===== config.mk =====
export PLATFORM = sky130hd
export DESIGN_NAME = uart_irq_ctrl
export DESIGN_NICKNAME = d
export VERILOG_FILES = /design/src/rtl/uirq_pkg.sv /design/src/rtl/uirq_thresh.sv /design/src/rtl/uirq_cfg.sv /design/src/rtl/uirq_status.sv /design/src/rtl/uart_irq_ctrl.sv
export SDC_FILE = /design/constraint.sdc
export NUM_CORES = 1
export LEC_CHECK = 0
export BUFFER_PORTS_ARGS = -buffer_cell sky130_fd_sc_hd__buf_4
export CAP_MARGIN = 0
export CORE_MARGIN = 2
export CORE_UTILIZATION = 40
export CTS_CLUSTER_SIZE = 24
export DETAILED_ROUTE_END_ITERATION = 7
export GPL_ROUTABILITY_DRIVEN = 0
export PLACE_DENSITY = 0.69
export SYNTH_ARGS = -nofsm -noshare
export SYNTH_HDL_FRONTEND = slang
export SYNTH_SLANG_ARGS = --single-unit

===== constraint.sdc =====
create_clock -name clk -period 1.5 [get_ports clk]
set_clock_uncertainty 0.15 [all_clocks]
set_input_delay 0.3 -clock clk [delete_from_list [all_inputs] [get_ports clk]]
set_output_delay 0.3 -clock clk [all_outputs]
set_load 0.02 [all_outputs]

===== src/rtl/uirq_pkg.sv =====
package uirq_pkg;
   localparam int unsigned SRC_N = 7;

   // status bit positions
   localparam int unsigned B_RXLVL  = 0;
   localparam int unsigned B_TXLVL  = 1;
   localparam int unsigned B_RXTO   = 2;
   localparam int unsigned B_FRAME  = 3;
   localparam int unsigned B_PARITY = 4;
   localparam int unsigned B_BREAK  = 5;
   localparam int unsigned B_OVRUN  = 6;

   // register addresses
   localparam int unsigned A_LVL    = 0;
   localparam int unsigned A_MASK   = 1;
   localparam int unsigned A_RAW    = 2;
   localparam int unsigned A_MSK_ST = 3;
   localparam int unsigned A_CLR    = 4;

   localparam int unsigned SEL_W = 3;
   typedef enum logic [SEL_W-1:0] {
      LVL_EIGHTH   = 3'd0,
      LVL_QUARTER  = 3'd1,
      LVL_HALF     = 3'd2,
      LVL_3QUARTER = 3'd3,
      LVL_7EIGHTHS = 3'd4
   } lvl_code_e;

   // eighths of depth selected by a code; reserved codes act as 7/8
   function automatic int unsigned lvl_eighths(input logic [SEL_W-1:0] code);
      case (code)
         LVL_EIGHTH:   return 1;
         LVL_QUARTER:  return 2;
         LVL_HALF:     return 4;
         LVL_3QUARTER: return 6;
         default:      return 7;
      endcase
   endfunction
endpackage


===== src/rtl/uirq_thresh.sv =====
module uirq_thresh
   import uirq_pkg::*;
#(
   parameter int unsigned DEPTH    = 32,
   parameter int unsigned CNT_W    = $clog2(DEPTH + 1),
   parameter bit          AT_ABOVE = 1'b1
) (
   input  logic [SEL_W-1:0] sel_i,
   input  logic [CNT_W-1:0] cnt_i,
   output logic [CNT_W-1:0] thr_o,
   output logic             hit_o
);
   localparam int unsigned STEP = DEPTH / 8;

   always_comb begin
      thr_o = CNT_W'(STEP * lvl_eighths(sel_i));
   end

   generate
      if (AT_ABOVE) begin : g_above
         assign hit_o = (cnt_i >= thr_o);
      end else begin : g_below
         assign hit_o = (cnt_i <= thr_o);
      end
   endgenerate
endmodule


===== src/rtl/uirq_cfg.sv =====
module uirq_cfg
   import uirq_pkg::*;
#(
   parameter int unsigned ADDR_W = 3,
   parameter int unsigned DATA_W = 8,
   parameter int unsigned NSRC   = SRC_N
) (
   input  logic              clk,
   input  logic              rst_n,
   input  logic              we_i,
   input  logic [ADDR_W-1:0] addr_i,
   input  logic [DATA_W-1:0] wdata_i,
   output logic [SEL_W-1:0]  rx_sel_o,
   output logic [SEL_W-1:0]  tx_sel_o,
   output logic [NSRC-1:0]   mask_o,
   output logic [NSRC-1:0]   clr_o
);
   logic wr_lvl, wr_mask, wr_clr;

   assign wr_lvl  = we_i && (addr_i == ADDR_W'(A_LVL));
   assign wr_mask = we_i && (addr_i == ADDR_W'(A_MASK));
   assign wr_clr  = we_i && (addr_i == ADDR_W'(A_CLR));

   always_ff @(posedge clk or negedge rst_n) begin
      if (!rst_n) begin
         rx_sel_o <= LVL_HALF;
         tx_sel_o <= LVL_HALF;
         mask_o   <= '0;
      end else begin
         if (wr_lvl) begin
            rx_sel_o <= wdata_i[SEL_W-1:0];
            tx_sel_o <= wdata_i[2*SEL_W-1:SEL_W];
         end
         if (wr_mask) mask_o <= wdata_i[NSRC-1:0];
      end
   end

   assign clr_o = wr_clr ? wdata_i[NSRC-1:0] : '0;

   p_mask_hold_r9 : assert property (@(posedge clk) disable iff (!rst_n)
      !wr_mask |=> $stable(mask_o));
endmodule


===== src/rtl/uirq_status.sv =====
module uirq_status #(
   parameter int unsigned NSRC = 7
) (
   input  logic            clk,
   input  logic            rst_n,
   input  logic [NSRC-1:0] evt_i,
   input  logic [NSRC-1:0] clr_i,
   output logic [NSRC-1:0] raw_o
);
   generate
      for (genvar i = 0; i < NSRC; i++) begin : g_bit
         always_ff @(posedge clk or negedge rst_n) begin
            if (!rst_n)        raw_o[i] <= 1'b0;
            else if (evt_i[i]) raw_o[i] <= 1'b1;
            else if (clr_i[i]) raw_o[i] <= 1'b0;
         end

         p_evt_wins_r8 : assert property (@(posedge clk) disable iff (!rst_n)
            evt_i[i] |=> raw_o[i]);
         p_clr_r7 : assert property (@(posedge clk) disable iff (!rst_n)
            (clr_i[i] && !evt_i[i]) |=> !raw_o[i]);
         p_sticky_r6 : assert property (@(posedge clk) disable iff (!rst_n)
            (!clr_i[i] && !evt_i[i]) |=> $stable(raw_o[i]));
      end
   endgenerate
endmodule


===== src/rtl/uart_irq_ctrl.sv =====
module uart_irq_ctrl
   import uirq_pkg::*;
#(
   parameter int unsigned FIFO_DEPTH = 32,
   parameter int unsigned CNT_W      = $clog2(FIFO_DEPTH + 1),
   parameter int unsigned ADDR_W     = 3,
   parameter int unsigned DATA_W     = 8
) (
   input  logic              clk,
   input  logic              rst_n,
   input  logic [CNT_W-1:0]  rx_cnt_i,
   input  logic [CNT_W-1:0]  tx_cnt_i,
   input  logic              rx_idle_to_i,
   input  logic              frame_err_i,
   input  logic              parity_err_i,
   input  logic              break_err_i,
   input  logic              overrun_err_i,
   input  logic              reg_we_i,
   input  logic [ADDR_W-1:0] reg_addr_i,
   input  logic [DATA_W-1:0] reg_wdata_i,
   output logic [DATA_W-1:0] reg_rdata_o,
   output logic              irq_o
);
   generate
      if (FIFO_DEPTH < 8 || (FIFO_DEPTH % 8) != 0) begin : g_bad_depth
         $error("FIFO_DEPTH must be a nonzero multiple of 8");
      end
      if (DATA_W < 2 * SEL_W || DATA_W < SRC_N) begin : g_bad_data
         $error("DATA_W too narrow for the register fields");
      end
      if ((1 << ADDR_W) <= A_CLR) begin : g_bad_addr
         $error("ADDR_W too narrow for the register map");
      end
   endgenerate

   logic [SEL_W-1:0] rx_sel, tx_sel;
   logic [SRC_N-1:0] mask, clr, evt, raw, masked;
   logic [CNT_W-1:0] rx_thr, tx_thr;
   logic             rx_hit, tx_hit;

   uirq_cfg #(.ADDR_W(ADDR_W), .DATA_W(DATA_W), .NSRC(SRC_N)) u_cfg (
      .clk(clk), .rst_n(rst_n), .we_i(reg_we_i), .addr_i(reg_addr_i),
      .wdata_i(reg_wdata_i), .rx_sel_o(rx_sel), .tx_sel_o(tx_sel),
      .mask_o(mask), .clr_o(clr));

   uirq_thresh #(.DEPTH(FIFO_DEPTH), .CNT_W(CNT_W), .AT_ABOVE(1'b1)) u_rx_thr (
      .sel_i(rx_sel), .cnt_i(rx_cnt_i), .thr_o(rx_thr), .hit_o(rx_hit));

   uirq_thresh #(.DEPTH(FIFO_DEPTH), .CNT_W(CNT_W), .AT_ABOVE(1'b0)) u_tx_thr (
      .sel_i(tx_sel), .cnt_i(tx_cnt_i), .thr_o(tx_thr), .hit_o(tx_hit));

   always_comb begin
      evt           = '0;
      evt[B_RXLVL]  = rx_hit;
      evt[B_TXLVL]  = tx_hit;
      evt[B_RXTO]   = rx_idle_to_i;
      evt[B_FRAME]  = frame_err_i;
      evt[B_PARITY] = parity_err_i;
      evt[B_BREAK]  = break_err_i;
      evt[B_OVRUN]  = overrun_err_i;
   end

   uirq_status #(.NSRC(SRC_N)) u_status (
      .clk(clk), .rst_n(rst_n), .evt_i(evt), .clr_i(clr), .raw_o(raw));

   assign masked = raw & mask;

   always_ff @(posedge clk or negedge rst_n) begin
      if (!rst_n) irq_o <= 1'b0;
      else        irq_o <= |masked;
   end

   always_comb begin
      reg_rdata_o = '0;
      case (reg_addr_i)
         ADDR_W'(A_LVL): begin
            reg_rdata_o[SEL_W-1:0]       = rx_sel;
            reg_rdata_o[2*SEL_W-1:SEL_W] = tx_sel;
         end
         ADDR_W'(A_MASK):   reg_rdata_o[SRC_N-1:0] = mask;
         ADDR_W'(A_RAW):    reg_rdata_o[SRC_N-1:0] = raw;
         ADDR_W'(A_MSK_ST): reg_rdata_o[SRC_N-1:0] = masked;
         default:           reg_rdata_o = '0;
      endcase
   end

   p_rxlvl_r2 : assert property (@(posedge clk) disable iff (!rst_n)
      (rx_cnt_i >= rx_thr) |=> raw[B_RXLVL]);
   p_txlvl_r3 : assert property (@(posedge clk) disable iff (!rst_n)
      (tx_cnt_i <= tx_thr) |=> raw[B_TXLVL]);
   p_rto_r4 : assert property (@(posedge clk) disable iff (!rst_n)
      rx_idle_to_i |=> raw[B_RXTO]);
   p_frame_r5 : assert property (@(posedge clk) disable iff (!rst_n)
      frame_err_i |=> raw[B_FRAME]);
   p_irq_set_r10 : assert property (@(posedge clk) disable iff (!rst_n)
      (|(raw & mask)) |=> irq_o);
   p_irq_clr_r10 : assert property (@(posedge clk) disable iff (!rst_n)
      !(|(raw & mask)) |=> !irq_o);
endmodule


Word-level counts from Yosys, hierarchy flattened --
Index checks and enable logic that the tools add are counted.
Storage, ports and cells: bits in registers 21, bits of input ports 31, output and inout bits 9
Cells by class: magnitude comparators 2, equal/unequal tests 10, multiplexer cells 19, bitwise logic cells 1, reductions and logical operators 14
Operators by type and width (count):
- $pmux 3 s4 | 2
- $pmux 6 s4 | 1
- $eq 3x2->1 const B | 6
- $mux 1 | 14
- $reduce_bool 2->1 | 7
- $eq 3x1->1 const B | 3
- $logic_not 3->1 | 3
- $and 7x7->7 | 1
- $mux 7 | 1
- $reduce_or 7->1 | 1
- $ge 6x5->1 | 1
- $le 6x5->1 | 1
- $eq 3x3->1 const B | 1
- $logic_and 1x1->1 | 3
- $pmux 1 s3 | 1

Longest topological paths before layout --
Gate-level depths: netlist of run 1.
depth in word-level cells 5, depth in mapped cells 6

By module --
From an unflattened synthesis of run 1, not the netlist that was laid out.
Unflattened totals: cells, all modules 130, area total of the unflattened synthesis 1353.8 um^2
Modules (own cells, without submodules):
- uirq_cfg | times used 1, cells an instance 37, area each 569.3 um^2, seq. area each 327.8 um^2
- uart_irq_ctrl | times used 1, cells an instance 36, area each 280.3 um^2, seq. area each 25.0 um^2
- uirq_status | times used 1, cells an instance 21, area each 254.0 um^2, seq. area each 175.2 um^2
- uirq_thresh (u_rx_thr) | times used 1, cells an instance 18, area each 128.9 um^2, seq. area each 0.0 um^2
- uirq_thresh (u_tx_thr) | times used 1, cells an instance 18, area each 121.4 um^2, seq. area each 0.0 um^2

Worst setup path after synthesis of run 1 --
No wires, ideal clock.
path kind in2out, start in reg_addr_i[0], end out reg_rdata_o[6], data arrival time 1.061 ns, data required time 1.050 ns, path slack -0.011 ns, stages 3, path through inv_2 -> nand2_2 -> nor3b_1
Between the ends: word-level cells in the longest chain between the ends 2
RTL lines:
- start: declaration | RTL line uart_irq_ctrl.sv:19 | input logic [ADDR_W-1:0] reg_addr_i,
- $eq 3x2->1 or $eq 3x1->1 (tied branches) | RTL line uart_irq_ctrl.sv:75 | case (reg_addr_i)
- $pmux 1 s3 (*) | RTL line uart_irq_ctrl.sv:75
- end: declaration | RTL line uart_irq_ctrl.sv:21 | output logic [DATA_W-1:0] reg_rdata_o,
Mark *: on every way between the ends. The rest lies on a longest branch, timed or not.

Final worst setup path of run 1 --
start reg u_cfg.rx_sel_o[1], end out reg_rdata_o[1]
Between the ends: word-level cells in the longest chain between the ends 1
RTL lines:
- start: declaration | RTL line uirq_cfg.sv:13 | output logic [SEL_W-1:0] rx_sel_o,
- start signal: assignment | RTL line uirq_cfg.sv:31 | rx_sel_o <= wdata_i[SEL_W-1:0];
- $pmux 6 s4 | RTL line uart_irq_ctrl.sv:75
No other way between the ends.

==> impl_metrics.json, run 1 <==
{
  "power_leakage_nw": 0.8061,
  "slew_viol_final": 0,
  "setup_viol": 9,
  "final_common_cell": "buf_4",
  "synth_top_family_by_area": "simple AND/OR/NAND/NOR gates",
  "violations": "setup timing",
  "netlist_area_um2": 1156,
  "die_w_um": 57.76,
  "synth_top_area_frac": 0.4113,
  "hold_viol": 0,
  "synth-edff-count": 0,
  "cts_buffers": 3,
  "grt_max_degree": 22,
  "ir_worst_vdd_uv": 766.7,
  "syn_nets": 147,
  "layout_common_cells": "56 x buf_4, 19 x dfrtp_1, 11 x mux2_2",
  "dpl_worst_slack_ns": -0.1039,
  "startpoint_type": "flop",
  "syn_to_final_growth_pct": 54.98,
  "antenna_found_initial": 0,
  "synth_compound_area_frac": 0.1558,
  "synth_area_leader_cell": "dfrtp_1",
  "firstDrtPassIters": 4,
  "drc": 0,
  "ys_warn_count": 0,
  "overflow": 0,
  "critPathMaxFanout": 3,
  "viasPerCell": 5.454,
  "crit_start": "u_cfg.rx_sel_o[1]",
  "max_freq_mhz": 562.8,
  "drive_gt1_frac": 0.5455,
  "rsz0062_at_grt": "true",
  "grt_first_pass_wirelength_um": 4761,
  "ys_ff_latch": 21,
  "muxShareOfSynthArea": 0.1071,
  "drtAntennaViolNets": 0,
  "fp.coreArea_um2": 2758,
  "drt_first_iter_violations": 50,
  "fin_nets": 214,
  "reg2reg_depth": 6,
  "outcome": "finished, violations left",
  "ios": 40,
  "syn_avg_cell_area_um2": 10.51,
  "synth-async-reset-ratio": 1.000,
  "endpoint_kind": "primary output",
  "die_height_um": 57.76,
  "antennaDiodeCount": 0,
  "reg2reg_slack_ns": -0.08,
  "synth_fa_ha_area_frac": 0.06494,
  "holdWs_ns": 0.006396,
  "synth_simple_gate_area_share": 0.1656,
  "routed_wl_um": 3106,
  "synth_cells": 110,
  "dr_total_vias": 1129,
  "wire_per_inst_um": 15.00,
  "cp.arrival_ns": 1.33,
  "worst_slack_ns": -0.2767,
  "rr_endpoint": "u_status.raw_o[1]",
  "pwr_density_cell_nw_per_um2": 902.3,
  "cts_tree": "yes",
  "start_util": 0.4192,
  "grt.total_usage": 0.1871,
  "cp-endpoint": "reg_rdata_o[1]",
  "cap_viol_max_count": 0,
  "port_buffers": 37,
  "cp.required_ns": 1.05,
  "clkLatencyLatePin_ns": 0.31,
  "grt_pass1_vias": 1049,
  "period_minus_slack_ns": 1.777,
  "dp_hpwl_um": 2214,
  "yosysSeqAreaShare": 0.4567,
  "r2r-start": "u_cfg.tx_sel_o[1]",
  "hold_path.class": "in2reg",
  "critical_path_class": "reg2out",
  "synth-xor-area-share": 0,
  "path_clk_slew_ns": 0.13,
  "cts_buffer_depth": 2,
  "cts_num_sinks": 21,
  "synthFlopType": "dfrtp_1",
  "die_area_um2": 3336,
  "synth.distinct_cells": 32,
  "cts_max_level": 1,
  "rows": 19,
  "fin_crit_sh": 1.184,
  "fin_cells": 207,
  "totalPowerFinal_mw": 1.617,
  "placedCellCount": 190,
  "clockRootBuffer": "clkbuf_4",
  "synthTopCellsByArea": "dfrtp_1 41%, mux2_2 11%, ha_1 6.5%"
}
metal layers:
layer,routed length (µm),global-route usage,vias to the layer above,part of all wire
met5,0,0,-,0
met4,49,0.07973,0,0.016
met3,217,0.02455,8,0.070
met2,1547,0.3101,54,0.50
met1,1292,0.2464,540,0.42
li1,-,-,527,-
layout make-up:
cell class                      count  area (µm²)
Clock buffer                        3       22.52
Clock inverter                      1       7.507
Fill cell                         229       965.9
Inverter                            8       32.53
Multi-Input combinational cell     78       648.1
Sequential cell                    21       528.0
Tap cell                           31       38.79
Timing Repair Buffer               65       514.2
flip-flops by register name (all words and copies together), names as in the netlist:
signal and flops:
u_cfg.mask_o 7, u_status.raw_o 7, u_cfg.rx_sel_o 3, u_cfg.tx_sel_o 3, irq_o 1
worst max-delay path, cell delays in order, from the launching register on:
cell and delay [ns]:
dfstp_2 0.55, buf_4 0.11, o22ai_2 0.07, nor3_2 0.11
buf_4 0.16
power by group:
group / internal (mW) / switching, mW / leakage (nW)
sequential: 0.659 / 0.0727 / 0.225
combinational: 0.336 / 0.263 / 0.567
clock: 0.102 / 0.184 / 0.0139
worst min path at each step:
stage | from | endpoint | cells after the start
after floorplan | rst_n | irq_o | 0
after global placement | rst_n | u_cfg.mask_o[2] | 1
after detailed placement | rst_n | u_status.raw_o[2] | 1
after CTS | rx_idle_to_i | u_status.raw_o[2] | 2
after global routing | parity_err_i | u_status.raw_o[4] | 2
final | parity_err_i | u_status.raw_o[4] | 2
cells by family after synthesis:
family | count (synthesis)
flops | 21
other cells | 1
compound gates | 26
fa+ha+maj | 6
buf+inv | 11
mux | 11
simple gates | 34
cells in the mapped netlist, types with 2 or more instances:
cell and n:
a21o_1 5, a22oi_1 2, dfrtp_1 19, dfstp_2 2, ha_1 6, inv_1 6
inv_2 2, mux2_2 11, nand2_1 9, nor2_1 11, nor3_1 6, o21a_1 2
o21ai_0 3, o21bai_1 2, o22ai_1 7
through the flow:
step           setup TNS, ns  area [µm²]  utilization
2_1_floorplan              0        1171            -
3_3_place_gp         -0.6637        1577       0.5717
3_5_place_dp          -1.083        1577       0.5717
4_1_cts               -1.310        1709       0.6198
5_1_grt               -1.882        1792       0.6497
6_report              -1.258        1792       0.6497
repair_timing:
action                                 CTS  global route
setup endpoints to repair                9             9
cloned                                   0             0
endpoints found under the hold margin   24             2
buffers inserted                         5             2
hold buffers                             4             2
gates resized for setup                  6            12
pin swaps                               10             7
(Power assumes the default switching activity.)
==> run 2, diff against run 1 <==
--- a/config.mk
+++ b/config.mk
@@ -5,6 +5,7 @@
 export SDC_FILE = /design/constraint.sdc
 export NUM_CORES = 1
 export LEC_CHECK = 0
+export ABC_AREA = 1
 export BUFFER_PORTS_ARGS = -buffer_cell sky130_fd_sc_hd__buf_4
 export CAP_MARGIN = 0
 export CORE_MARGIN = 2
@@ -12,7 +13,7 @@
 export CTS_CLUSTER_SIZE = 24
 export DETAILED_ROUTE_END_ITERATION = 7
 export GPL_ROUTABILITY_DRIVEN = 0
-export PLACE_DENSITY = 0.69
+export PLACE_DENSITY = 0.68
 export SYNTH_ARGS = -nofsm -noshare
 export SYNTH_HDL_FRONTEND = slang
 export SYNTH_SLANG_ARGS = --single-unit
==> run 2 against run 1 <==
- the flow still finishes with violations (setup timing)
- core utilization is 4.1 points lower
- synthesized cell count is 48% higher
- combinational power is 3.5% higher
- clock power is 5% lower
- critical path depth is 1 lower
- die area is 9.1% higher
- power is 0.20% lower
- sequential cell count stayed put
- design area is 2.8% higher
- cell count is 29% higher
- via count is 13% higher
- fmax is 8.8% higher
- critical endpoint is now reg_rdata_o[5]
==> impl_metrics.json, run 2 <==
{
  "syn_nets": 200,
  "antennaDiodeCount": 0,
  "startpoint_type": "flop",
  "grt_pass1_vias": 1239,
  "yosysSeqAreaShare": 0.4162,
  "rsz0062_at_grt": "true",
  "outcome": "finished, violations left",
  "wire_per_inst_um": 12.06,
  "clockRootBuffer": "clkbuf_4",
  "cts_buffer_depth": 2,
  "fp.coreArea_um2": 3028,
  "firstDrtPassIters": 4,
  "synth_cells": 163,
  "ys_ff_latch": 21,
  "hold_path.class": "in2reg",
  "port_buffers": 37,
  "path_clk_slew_ns": 0.11,
  "p_comb_frac": 0.384,
  "r2r-start": "u_cfg.rx_sel_o[1]",
  "rr_endpoint": "u_status.raw_o[0]",
  "endpoint_kind": "primary output",
  "reg.largest.list": "u_cfg.mask_o: 7 flops, u_status.raw_o: 7 flops",
  "dp_hpwl_um": 2423,
  "fin_crit_sh": 1.089,
  "internal_power_mw": 1.070,
  "power_leakage_nw": 0.9745,
  "dpl_worst_slack_ns": -0.1899,
  "fin_nets": 260,
  "antenna_found_initial": 0,
  "p_sw_mw": 0.5439,
  "synth.distinct_cells": 23,
  "die_height_um": 60.32,
  "dr_total_vias": 1281,
  "grt_first_pass_wirelength_um": 5140,
  "final_common_cell": "nand2_1",
  "final.setup.tns_ns": -0.6958,
  "period_minus_slack_ns": 1.633,
  "cts_buffers": 3,
  "reg2reg_depth": 8,
  "hold_viol": 0,
  "worst_slack_ns": -0.1331,
  "routed_wl_um": 3208,
  "grt_max_degree": 22,
  "violations": "setup timing",
  "syn_avg_cell_area_um2": 7.784,
  "cp-endpoint": "reg_rdata_o[5]",
  "ys_warn_count": 0,
  "critPathMaxFanout": 4,
  "ir_worst_vdd_uv": 589.5,
  "drive_gt1_frac": 0.3874,
  "synthFlopType": "dfrtp_1",
  "die_w_um": 60.32,
  "synth_top_area_frac": 0.3748,
  "synth-edff-count": 0,
  "synth_area_leader_cell": "dfrtp_1",
  "cts_max_level": 1,
  "cts_tree": "yes",
  "rows": 20,
  "critical_path_class": "reg2out",
  "crit_start": "u_cfg.mask_o[5]",
  "reg2reg_slack_ns": 0.01,
  "pwr_density_cell_nw_per_um2": 876.0,
  "netlist_area_um2": 1269,
  "ios": 40,
  "setup_viol": 7,
  "drtAntennaViolNets": 0,
  "synthTopCellsByArea": "dfrtp_1 37%, nand2_1 17%, ha_1 5.9%",
  "syn_to_final_growth_pct": 45.17,
  "slew_viol_final": 0,
  "die_area_um2": 3639,
  "holdWs_ns": 0.01771,
  "clkLatencyLatePin_ns": 0.30,
  "yosysMostFrequentCell": "nand2_1",
  "overflow": 0,
  "grt.total_usage": 0.1934,
  "cts_num_sinks": 21,
  "drt_first_iter_violations": 48,
  "max_freq_mhz": 612.3,
  "cp.arrival_ns": 1.18,
  "swShare": 0.3371,
  "p_clk_frac": 0.169,
  "viasPerCell": 4.816,
  "synth-async-reset-ratio": 1.000,
  "drc": 0,
  "cap_viol_max_count": 0,
  "synth.top_cells.by_count": "57 x nand2_1, 19 x dfrtp_1, 15 x inv_1, 13 x nand3_1, 12 x nor2_1",
  "layout_common_cells": "53 x nand2_1, 47 x buf_4, 19 x dfrtp_1",
  "power_frac_seq": 0.447,
  "start_util": 0.4190,
  "cp.required_ns": 1.05
}
## run 2: cell count changes in the layout (fill, tap and decap cells not counted), sizes merged, moves of 3 or more
cell and change:
nand2 +52, nand3 +12, mux2 -11, inv +10, o21ai +9, o211ai +7, o22ai -7, nor3 -6
a21o -4, buf -4, dlygate4sd3 -4, nor2 +3
## run 2: layout make-up
cell class	count	area, µm²
Clock inverter	1	5.005
Clock buffer	3	22.52
Multi-Input combinational cell	122	700.7
Fill cell	280	1186
Tap cell	44	55.05
Timing Repair Buffer	57	462.9
Inverter	18	67.56
Sequential cell	21	528.0
## run 2: critical path: stages (launching register included)
cell,delay (ns)
dfrtp_1,0.43
o211ai_1,0.17
nand3_1,0.13
buf_6,0.15
## run 2: cells by family (layout without fill, tap and decap cells)
kind of cell	count (synthesis)	after routing	synth area share
AO/OA/AOI/OAI	24	24	0.1282
adder cells (fa/ha/maj)	6	6	0.05917
buffers and inverters	20	79	0.07100
flip-flops	21	21	0.4162
other	1	1	0.002956
AND/OR/NAND/NOR	91	91	0.3225
## run 2: per-stage QoR
step / area [µm²] / power (mW) / util / instances
CTS: 1748 / 1.547 / 0.5773 / 260
global route: 1842 / 1.728 / 0.6083 / 266
detailed placement: 1632 / 1.212 / 0.5388 / 249
global placement: 1632 / 1.184 / 0.5388 / 249
finish: 1842 / 1.613 / 0.6083 / 266
floorplan: 1269 / 1.006 / - / 163
## run 2: timing repair
| item | CTS | global route |
|---|---|---|
| endpoints found under the setup margin | 7 | 9 |
| hold endpoints to repair | 21 | 1 |
| buffers inserted | 7 | 5 |
| pin swaps | 13 | 11 |
| resized for setup | 9 | 11 |
| hold buffers | 1 | 1 |
## run 2: how the worst min path moves through the flow
| stage | cells past startpoint | slack, ns | startpoint | end |
|---|---|---|---|---|
| floorplan | 0 | -0.15 | rst_n | irq_o |
| global placement | 1 | 0.05 | rst_n | u_status.raw_o[0] |
| global route | 2 | 0.002 | overrun_err_i | u_status.raw_o[6] |
| CTS | 2 | 0.01 | overrun_err_i | u_status.raw_o[6] |
| detailed placement | 1 | 0.05 | rst_n | u_status.raw_o[0] |
| finish | 2 | 0.02 | overrun_err_i | u_status.raw_o[6] |
## run 2: routing by layer
metal / up-vias / routed length (µm) / GRT usage
met5: - / 0 / 0
met4: 0 / 38 / 0.05714
met3: 5 / 155 / 0.02597
met2: 39 / 1657 / 0.3587
met1: 593 / 1357 / 0.2307
li1: 644 / - / -
## run 2: power by group through the flow
stage               Clock (mW)  Sequential (mW)  Combinational (mW)
finish                   0.272            0.721               0.620
detailed placement           0            0.733               0.480
global placement             0            0.728               0.456
global route             0.304            0.730               0.694
floorplan                    0            0.723               0.283
CTS                      0.280            0.715               0.553
